===== src/rtl/srg_pkg.sv =====
package srg_pkg;

    localparam int unsigned NUM_CODES = 17;
    localparam int unsigned TOP_CODE  = 16;
    localparam longint unsigned TOP_RATE_HZ = 64'd160_000;

    // Sample rate in Hz for a table code (1-2-5 per decade, top code fixed)
    function automatic longint unsigned code_rate_hz(int unsigned code);
        longint unsigned mant;
        longint unsigned scale;
        if (code == TOP_CODE) begin
            return TOP_RATE_HZ;
        end
        case (code % 3)
            0:       mant = 64'd1;
            1:       mant = 64'd2;
            default: mant = 64'd5;
        endcase
        scale = 64'd1;
        for (int unsigned i = 0; i < code / 3; i++) begin
            scale = scale * 64'd10;
        end
        return mant * scale;
    endfunction

    // Divide count for a code at a given system clock, never below one
    function automatic longint unsigned code_period(longint unsigned sys_hz,
                                                    int unsigned code);
        longint unsigned p;
        p = sys_hz / code_rate_hz(code);
        if (p == 64'd0) begin
            p = 64'd1;
        end
        return p;
    endfunction

endpackage


===== src/rtl/srg_rate_lookup.sv =====
module srg_rate_lookup #(
    parameter longint unsigned SYS_CLK_HZ          = 64'd32_000_000,
    parameter longint unsigned TOP_RATE_MIN_CLK_HZ = 64'd32_000_000,
    parameter int unsigned     CODE_W              = 5,
    parameter int unsigned     CNT_W               = 25
) (
    input  logic [CODE_W-1:0] code_i,
    output logic [CNT_W-1:0]  period_o,
    output logic              bad_o
);
    import srg_pkg::*;

    localparam bit          TOP_OK   = (SYS_CLK_HZ >= TOP_RATE_MIN_CLK_HZ);
    localparam int unsigned BEST_OK  = TOP_OK ? TOP_CODE : TOP_CODE - 1;

    logic [CNT_W-1:0] period_tab [NUM_CODES];

    for (genvar g = 0; g < NUM_CODES; g++) begin : g_tab
        assign period_tab[g] = CNT_W'(code_period(SYS_CLK_HZ, g));
    end

    typedef struct packed {
        logic [CODE_W-1:0] idx;
        logic              bad;
    } pick_t;

    pick_t pick_d;

    always_comb begin
        pick_d.idx = code_i;
        pick_d.bad = 1'b0;
        if (code_i > CODE_W'(TOP_CODE)) begin
            pick_d.idx = CODE_W'(BEST_OK);
            pick_d.bad = 1'b1;
        end else if (code_i == CODE_W'(TOP_CODE) && !TOP_OK) begin
            pick_d.idx = CODE_W'(TOP_CODE - 1);
            pick_d.bad = 1'b1;
        end
    end

    assign period_o = period_tab[pick_d.idx];
    assign bad_o    = pick_d.bad;

endmodule


===== src/rtl/srg_divider.sv =====
module srg_divider #(
    parameter int unsigned CODE_W = 5,
    parameter int unsigned CNT_W  = 25
) (
    input  logic              clk,
    input  logic              rst,
    input  logic              run_i,
    input  logic [CODE_W-1:0] code_i,
    input  logic [CNT_W-1:0]  period_i,
    output logic              tick_o
);
    typedef struct packed {
        logic [CNT_W-1:0]  cnt;
        logic [CODE_W-1:0] code;
        logic              tick;
    } div_t;

    div_t q, d;

    always_comb begin
        d      = q;
        d.code = code_i;
        d.tick = 1'b0;
        if (!run_i || code_i != q.code) begin
            d.cnt = period_i - CNT_W'(1);
        end else if (q.cnt == '0) begin
            d.tick = 1'b1;
            d.cnt  = period_i - CNT_W'(1);
        end else begin
            d.cnt = q.cnt - CNT_W'(1);
        end
    end

    always_ff @(posedge clk) begin
        if (rst) begin
            q <= '0;
        end else begin
            q <= d;
        end
    end

    assign tick_o = q.tick;

    // an idle divider never ticks
    a_r4_idle_quiet: assert property (@(posedge clk) disable iff (rst)
        !run_i |=> !q.tick);

    // a new code reloads the counter from the new period at once
    a_r5_reload_on_change: assert property (@(posedge clk) disable iff (rst)
        (run_i && code_i != q.code) |=> (!q.tick && q.cnt == $past(period_i) - CNT_W'(1)));

    // a tick only follows an exhausted count
    a_r2_tick_from_zero: assert property (@(posedge clk) disable iff (rst)
        q.tick |-> ($past(q.cnt) == '0 && $past(run_i)));

endmodule


===== src/rtl/srg_edge_sync.sv =====
module srg_edge_sync (
    input  logic clk,
    input  logic rst,
    input  logic async_i,
    output logic pulse_o
);
    typedef struct packed {
        logic s1;
        logic s2;
        logic prev;
        logic pulse;
    } sync_t;

    sync_t q, d;

    always_comb begin
        d.s1    = async_i;
        d.s2    = q.s1;
        d.prev  = q.s2;
        d.pulse = q.s2 & ~q.prev;
    end

    always_ff @(posedge clk) begin
        if (rst) begin
            q <= '0;
        end else begin
            q <= d;
        end
    end

    assign pulse_o = q.pulse;

    // one rising edge yields exactly one pulse cycle
    a_r6_pulse_one_cycle: assert property (@(posedge clk) disable iff (rst)
        q.pulse |=> !q.pulse);

endmodule


===== src/rtl/sample_rate_gen.sv =====
module sample_rate_gen #(
    parameter longint unsigned SYS_CLK_HZ          = 64'd32_000_000,
    parameter longint unsigned TOP_RATE_MIN_CLK_HZ = 64'd32_000_000,
    parameter int unsigned     CODE_W              = 5
) (
    input  logic              clk,
    input  logic              rst,
    input  logic [CODE_W-1:0] rate_code,
    input  logic              ext_clk_sel,
    input  logic              arm,
    input  logic              ext_clk_async,
    output logic              sample_strobe,
    output logic              rate_invalid
);
    localparam int unsigned CNT_W = $clog2(SYS_CLK_HZ + 64'd1);

    logic [CNT_W-1:0] period;
    logic             code_bad;
    logic             div_tick;
    logic             ext_pulse;
    logic             div_run;

    typedef struct packed {
        logic invalid;
    } top_t;

    top_t q, d;

    srg_rate_lookup #(
        .SYS_CLK_HZ          (SYS_CLK_HZ),
        .TOP_RATE_MIN_CLK_HZ (TOP_RATE_MIN_CLK_HZ),
        .CODE_W              (CODE_W),
        .CNT_W               (CNT_W)
    ) u_lookup (
        .code_i   (rate_code),
        .period_o (period),
        .bad_o    (code_bad)
    );

    assign div_run = arm & ~ext_clk_sel;

    srg_divider #(
        .CODE_W (CODE_W),
        .CNT_W  (CNT_W)
    ) u_div (
        .clk      (clk),
        .rst      (rst),
        .run_i    (div_run),
        .code_i   (rate_code),
        .period_i (period),
        .tick_o   (div_tick)
    );

    srg_edge_sync u_sync (
        .clk     (clk),
        .rst     (rst),
        .async_i (ext_clk_async),
        .pulse_o (ext_pulse)
    );

    always_comb begin
        d.invalid = code_bad;
    end

    always_ff @(posedge clk) begin
        if (rst) begin
            q <= '0;
        end else begin
            q <= d;
        end
    end

    assign sample_strobe = arm & (ext_clk_sel ? ext_pulse : div_tick);
    assign rate_invalid  = q.invalid;

    // codes beyond the table raise the flag on the next cycle
    a_r8_invalid_flag: assert property (@(posedge clk) disable iff (rst)
        (rate_code > CODE_W'(16)) |=> rate_invalid);

    // table codes below the top code are always valid
    a_r3_valid_clear: assert property (@(posedge clk) disable iff (rst)
        (rate_code < CODE_W'(16)) |=> !rate_invalid);

    // the divider stays silent while external mode is held
    a_r7_divider_muted: assert property (@(posedge clk) disable iff (rst)
        (ext_clk_sel && $past(ext_clk_sel)) |-> !div_tick);

endmodule


===== config.mk =====
export PLATFORM = sky130hd
export DESIGN_NAME = sample_rate_gen
export DESIGN_NICKNAME = d
export VERILOG_FILES = /design/src/rtl/srg_pkg.sv /design/src/rtl/srg_rate_lookup.sv /design/src/rtl/srg_divider.sv /design/src/rtl/srg_edge_sync.sv /design/src/rtl/sample_rate_gen.sv
export SDC_FILE = /design/constraint.sdc
export NUM_CORES = 1
export LEC_CHECK = 0
export BUFFER_PORTS_ARGS = -buffer_cell sky130_fd_sc_hd__buf_4
export CORE_MARGIN = 2
export CORE_UTILIZATION = 40
export DETAILED_ROUTE_END_ITERATION = 10
export PLACE_DENSITY_LB_ADDON = 0.05
export SYNTH_ARGS = -nofsm -noshare
export SYNTH_HDL_FRONTEND = slang
export SYNTH_SLANG_ARGS = --single-unit

===== constraint.sdc =====
create_clock -name clk -period 4.2 [get_ports clk]
set_input_delay 0.21 -clock clk [delete_from_list [all_inputs] [get_ports clk]]
set_output_delay 0.21 -clock clk [all_outputs]
set_load 0.01 [all_outputs]

==> impl_metrics.json, run 1 <==
{
  "mappedNetlistNets": 282,
  "start_kind": "register",
  "synth-simple-area-share_pct": 26.2,
  "cts_made_buffers": 5,
  "hpwl_um": 3810,
  "setup_viol_count_final": 0,
  "fin_crit_ns": 2.21,
  "worstPathRequired_ns": 4.39,
  "ant_nets": 0,
  "crit_slowest_cell": "and4b_1",
  "first_pass_iters": 4,
  "antenna_found_initial": 0,
  "grt_pass1_vias": 1815,
  "async_reset_ff_share_pct": 0,
  "worstHoldStart": "ext_clk_async",
  "cts_tree": "done",
  "synthCells": 264,
  "syn_avg_cell_area_um2": 8.81,
  "synth_ff_type": "dfxtp_1",
  "die_w_um": 80.2,
  "drt-initial-drc-count": 118,
  "cp-end-kind": "register",
  "drc": 0,
  "drv_slew": 0,
  "cpPeakStageDelay_ns": 0.65,
  "synth-edff-count": 0,
  "ios": 12,
  "final_cells": 336,
  "fillerInstances": 564,
  "rsz0062_at_grt": "false",
  "p_comb_share_pct": 17.3,
  "grt_max_degree": 39,
  "htree_num_levels": 2,
  "numClockSinks": 36,
  "overflow": 0,
  "rows": 27,
  "cts_setup_buffers": 0,
  "fin_ws_ns": 1.99,
  "run_status": "finished clean",
  "rrSetupSlack_ns": 1.99,
  "cts_resized": 0,
  "power_switching_uw": 213,
  "grtUsageTotal_pct": 18.7,
  "p_leak_nw": 0.900,
  "cts_buffer_depth": 2,
  "avgRoutedWirePerCell_um": 16.2,
  "synth_top_family_by_area": "simple AND/OR/NAND/NOR gates",
  "dp_cells": 329,
  "cts_hold_buf": 0,
  "critPathArrivalTime_ns": 2.41,
  "clkPwrFrac_pct": 34.4,
  "final.setup.tns_ns": 0,
  "crit_path_start": "u_div.q[5]",
  "crit_chain": "xor2_1 -> nor4_1 -> and4b_1 -> nand2_1 -> a311oi_1",
  "cp_max_fo": 17,
  "num-nets-final": 282,
  "drive_gt1_share_pct": 14.8,
  "worstHoldPathType": "in -> reg",
  "ys_ff_latch": 36,
  "final_common_cell": "dfxtp_1",
  "synthToLayoutAreaGrowth_pct": 7.59,
  "ys_types": 52,
  "path_clk_slew_ns": 0.07,
  "n_antenna_cell": 0,
  "yosys.area_share.adder_pct": 4.31,
  "hold_viol_final": 0,
  "globalplace.congestion": 0.799,
  "root_buffer": "clkbuf_8",
  "seq_power_share_pct": 48.4,
  "synth_xor_area_share_pct": 9.42,
  "initial_core_util_pct": 41.7,
  "period_share_pct": 52.7,
  "die-area_um2": 6440,
  "r2r-start": "u_div.q[5]",
  "crit_type": "reg -> reg",
  "coreArea_um2": 5570,
  "synth_compound_area_share_pct": 21.3,
  "tightestPinTransition_ns": 0.594,
  "synth_seq_area_share_pct": 31.0,
  "p_int_uw": 560,
  "io_buffer_count": 11,
  "clock_skew_ns": 0.00327,
  "most-common-layout-cells": "dfxtp_1, a21oi_1, nor2_1",
  "pre_cts_ws_ns": 1.87,
  "routed_wl_um": 5430,
  "p_per_area_nw_per_um2": 309,
  "syn-cell-area_um2": 2320,
  "fmax_ghz": 0.452,
  "yosysWarnings": 0,
  "maxCapViolations": 0,
  "routed_via_density": 5.55,
  "vias": 1864,
  "synthMuxAreaShare_pct": 2.69,
  "die_h_um": 80.2,
  "p_sw_share_pct": 27.5,
  "grt_pass1_wl_um": 9270,
  "ir_worst_vdd_v": 0.000144,
  "insertion_delay_ns": 0.28,
  "relSlewSlack_pct": 59.9
}
cell type report:
class	instances	area [um^2]	area share, %
clock buffers	7	96.3	3.85
flip-flops and latches	36	721	28.8
repair buffers	11	82.6	3.30
well taps	72	90.1	3.60
inverters	7	26.3	1.05
multi-input cells	203	1490	59.4
cells in the mapped netlist (2+ instances only):
| master | n | area share, % |
|---|---|---|
| mux2_2 | 2 | 0.97 |
| nor4_4 | 2 | 1.8 |
| a32oi_1 | 2 | 0.75 |
| and4b_1 | 2 | 0.86 |
| a211oi_2 | 7 | 3.8 |
| or2_2 | 2 | 0.54 |
| buf_1 | 2 | 0.32 |
| nand2b_1 | 6 | 1.6 |
| nand3_1 | 4 | 0.86 |
| buf_2 | 2 | 0.43 |
| o211ai_1 | 4 | 1.3 |
| inv_1 | 7 | 1.1 |
| nor3_1 | 12 | 2.6 |
| nor2b_1 | 10 | 2.7 |
| nand4b_1 | 2 | 0.75 |
| a311oi_1 | 5 | 1.9 |
| clkbuf_1 | 10 | 1.6 |
| xor2_1 | 9 | 3.4 |
| buf_6 | 2 | 0.97 |
| dfxtp_1 | 36 | 31 |
| nand4_1 | 3 | 0.81 |
| buf_4 | 2 | 0.65 |
| ha_1 | 8 | 4.3 |
| nor4_1 | 8 | 2.2 |
| a21oi_1 | 21 | 4.5 |
| mux2i_1 | 4 | 1.7 |
| a211o_1 | 3 | 1.1 |
| o21ai_0 | 7 | 1.5 |
| and2_1 | 2 | 0.54 |
| nand4b_4 | 2 | 2.0 |
| o31a_1 | 2 | 0.75 |
| xnor2_1 | 16 | 6.0 |
| a211oi_1 | 5 | 1.6 |
| o31ai_1 | 4 | 1.3 |
| nor2_1 | 19 | 3.1 |
| nand2_1 | 14 | 2.3 |
metrics by stage:
step | power, mW | hold slack, ns | instance area [um^2] | utilization [%]
4_1_cts | 0.784 | 0.134 | 2500 | 44.9
2_1_floorplan | 0.482 | 0.289 | 2320 | -
3_3_place_gp | 0.515 | 0.376 | 2400 | 43.1
5_1_grt | 0.818 | 0.133 | 2500 | 44.9
3_5_place_dp | 0.514 | 0.375 | 2400 | 43.1
6_report | 0.772 | 0.138 | 2500 | 44.9
kinds of logic (layout without fill, tap and decap cells):
family | Yosys count | in the layout
muxes | 6 | 6
DFF | 36 | 36
adders and majority gates | 8 | 8
buffers and inverters | 25 | 25
xor gates and xnor gates | 25 | 25
AOI/OAI and AO/OA | 67 | 67
and+or+nand+nor | 97 | 97
final timing paths:
path | endpoint | cells after the start
min reg2reg | u_sync.pulse_o | 1
max | u_div.q[12] | 5
min | u_sync.d[2] | 2
max reg2reg | u_div.q[12] | 5
flip-flops by register name, indices dropped and copies added (netlist names):
name            cells
u_div.q            30
u_sync.d            2
rate_invalid        1
u_div.tick_o        1
u_sync.pulse_o      1
u_sync.q            1
power groups by stage:
| stage | clock network, mW | logic [mW] | registers (mW) |
|---|---|---|---|
| 2_1_floorplan | 0 | 0.104 | 0.378 |
| 3_3_place_gp | 0 | 0.134 | 0.382 |
| 3_5_place_dp | 0 | 0.132 | 0.381 |
| 4_1_cts | 0.278 | 0.133 | 0.373 |
| 5_1_grt | 0.294 | 0.149 | 0.375 |
| 6_report | 0.265 | 0.133 | 0.373 |
layer usage:
layer	part of all wire, %	track usage, %	wire length [um]
met1	49	26.4	2680
met3	4.0	3.37	216
met4	1.3	6.10	69
met2	45	28.6	2460
met5	0	0	0
critical path: cells and delay by family, from the launching register on:
kind | cells | cell delay [ns]
simple gates | 3 | 1.35
flops | 1 | 0.31
xor+xnor | 1 | 0.13
compound gates | 1 | 0.32
Power figures use the tool's default switching activity.
==> run 2: changes to the inputs <==
==> constraint.sdc (replaced) <==
create_clock -name clk -period 2.3 [get_ports clk]
set_input_delay 0.115 -clock clk [delete_from_list [all_inputs] [get_ports clk]]
set_output_delay 0.115 -clock clk [all_outputs]
set_load 0.01 [all_outputs]
==> run 2 against run 1 <==
- worst setup slack got worse by 1.7 ns
- clock skew rose by 0.0026 ns
- final area rose by 3.5%
- flip-flop and latch count did not move
- first-iteration DRC count fell by 3.4%
- clock power rose by 82%
- power rose by 84%
- die area did not move
- combinational power rose by 96%
- cell count rose by 3.9%
- register-to-register slack got worse by 1.7 ns
- count of clock-buffer cells in the layout fell by 1
- critical path type unchanged
- critical endpoint is now u_div.q[9]
- largest power group unchanged
- highest routed layer unchanged
==> impl_metrics.json, run 2 (synthesis gave the netlist of run 1 again) <==
{
  "run_status": "finished clean",
  "relSlewSlack_pct": 62.0,
  "n_antenna_cell": 0,
  "multiInputGateArea_um2": 1490,
  "r2r-start": "u_div.q[6]",
  "fin_area_um2": 2590,
  "cts_tree": "done",
  "cts_made_buffers": 5,
  "fin_crit_ns": 2.00,
  "insertion_delay_ns": 0.29,
  "ff_latch_area_um2": 721,
  "die-area_um2": 6440,
  "ios": 12,
  "grt_pass1_vias": 1872,
  "most-common-layout-cells": "dfxtp_1, buf_4, a21oi_1",
  "p_leak_nw": 0.959,
  "num-nets-final": 294,
  "fillerInstances": 557,
  "worstHoldPathType": "in -> reg",
  "ant_nets": 0,
  "initial_core_util_pct": 41.7,
  "root_buffer": "clkbuf_8",
  "drc": 0,
  "start_kind": "register",
  "drv_slew": 0,
  "hpwl_um": 4000,
  "globalplace.congestion": 0.813,
  "power_mw": 1.42,
  "avgRoutedWirePerCell_um": 15.9,
  "die_h_um": 80.2,
  "worstPathRequired_ns": 2.44,
  "io_buffer_count": 11,
  "vias": 1911,
  "tightestPinTransition_ns": 0.569,
  "htree_num_levels": 2,
  "p_per_area_nw_per_um2": 550,
  "crit_end": "u_div.q[9]",
  "worstHoldStart": "ext_clk_async",
  "postLayoutCoreUtil_pct": 46.4,
  "first_pass_iters": 4,
  "routed_wl_um": 5560,
  "crit_type": "reg -> reg",
  "die_w_um": 80.2,
  "maxCapViolations": 0,
  "hold_viol_final": 0,
  "postPlaceCellArea_um2": 2490,
  "worstReg2RegEnd": "u_div.q[9]",
  "cts_hold_buf": 0,
  "drt-initial-drc-count": 114,
  "cts_buffer_depth": 2,
  "cts_setup_buffers": 0,
  "grt_max_degree": 39,
  "cp-end-kind": "register",
  "cp_max_fo": 17,
  "antenna_found_initial": 0,
  "coreArea_um2": 5570,
  "path_clk_slew_ns": 0.07,
  "final_common_cell": "dfxtp_1",
  "clock_skew_ns": 0.00584,
  "crit_path_start": "u_div.q[6]",
  "grt_pass1_wl_um": 9400,
  "grtUsageTotal_pct": 19.0,
  "rows": 27,
  "overflow": 0,
  "fmax_ghz": 0.499,
  "final.setup.tns_ns": 0,
  "numClockSinks": 36,
  "routed_via_density": 5.48,
  "cts_resized": 0,
  "drive_gt1_share_pct": 18.8,
  "period_share_pct": 87.1,
  "ir_worst_vdd_v": 0.000274,
  "synthToLayoutAreaGrowth_pct": 11.3,
  "largest_register": "u_div.q",
  "rrSetupSlack_ns": 0.30,
  "critPathArrivalTime_ns": 2.14,
  "largest_register_ffs": 30,
  "setup_viol_count_final": 0,
  "r2r_cells": 7,
  "rsz0062_at_grt": "false"
}
==> run 2: changes by cell type in the layout (fill, tap and decap cells not counted) <==
cell,change
clkbuf_8,-1
clkinv_2,+2
buf_4,+12
==> run 2: critical path, stage by stage, from the launching register on <==
cell,delay [ns]
dfxtp_1,0.37
inv_1,0.07
ha_1,0.19
nor4b_1,0.14
buf_4,0.16
and4b_1,0.26
nor2_4,0.47
a311oi_1,0.19
==> run 2: routing by layer <==
layer / part of all wire, % / track usage (%)
met2: 45 / 29.6
met1: 49 / 25.8
met5: 0 / 0
met3: 3.9 / 4.04
met4: 2.1 / 7.12
==> run 2: worst min path at each step <==
stage,endpoint,slack (ns),cells past startpoint
final,u_sync.d[2],0.05,2
after global routing,u_sync.d[2],0.06,2
after CTS,u_sync.d[2],0.04,2
after detailed placement,u_sync.d[2],0.33,2
after global placement,u_sync.d[2],0.33,2
after floorplan,u_sync.q[1],0.19,1
==> run 2: final cells by class <==
| type | count | share of cell area (%) |
|---|---|---|
| timing repair buffer | 23 | 6.67 |
| inverter | 7 | 1.02 |
| sequential | 36 | 27.9 |
| clock inverter | 2 | 0.387 |
| tap | 72 | 3.48 |
| clock buffer | 6 | 3.19 |
| multi-input combinational | 203 | 57.4 |
==> run 2: through the flow <==
stage | cells | setup WS [ns] | hold slack [ns]
after detailed placement | 341 | 0.200 | 0.329
after CTS | 349 | 0.259 | 0.0438
after global routing | 349 | 0.112 | 0.0564
final | 349 | 0.297 | 0.0523
after global placement | 341 | 0.191 | 0.331
after floorplan | 264 | 0.284 | 0.194
==> run 2: power breakdown <==
| part | internal, mW | switching [mW] | total [mW] |
|---|---|---|---|
| Sequential | 0.653 | 0.0283 | 0.681 |
| Clock | 0.239 | 0.242 | 0.481 |
| Combinational | 0.114 | 0.147 | 0.261 |
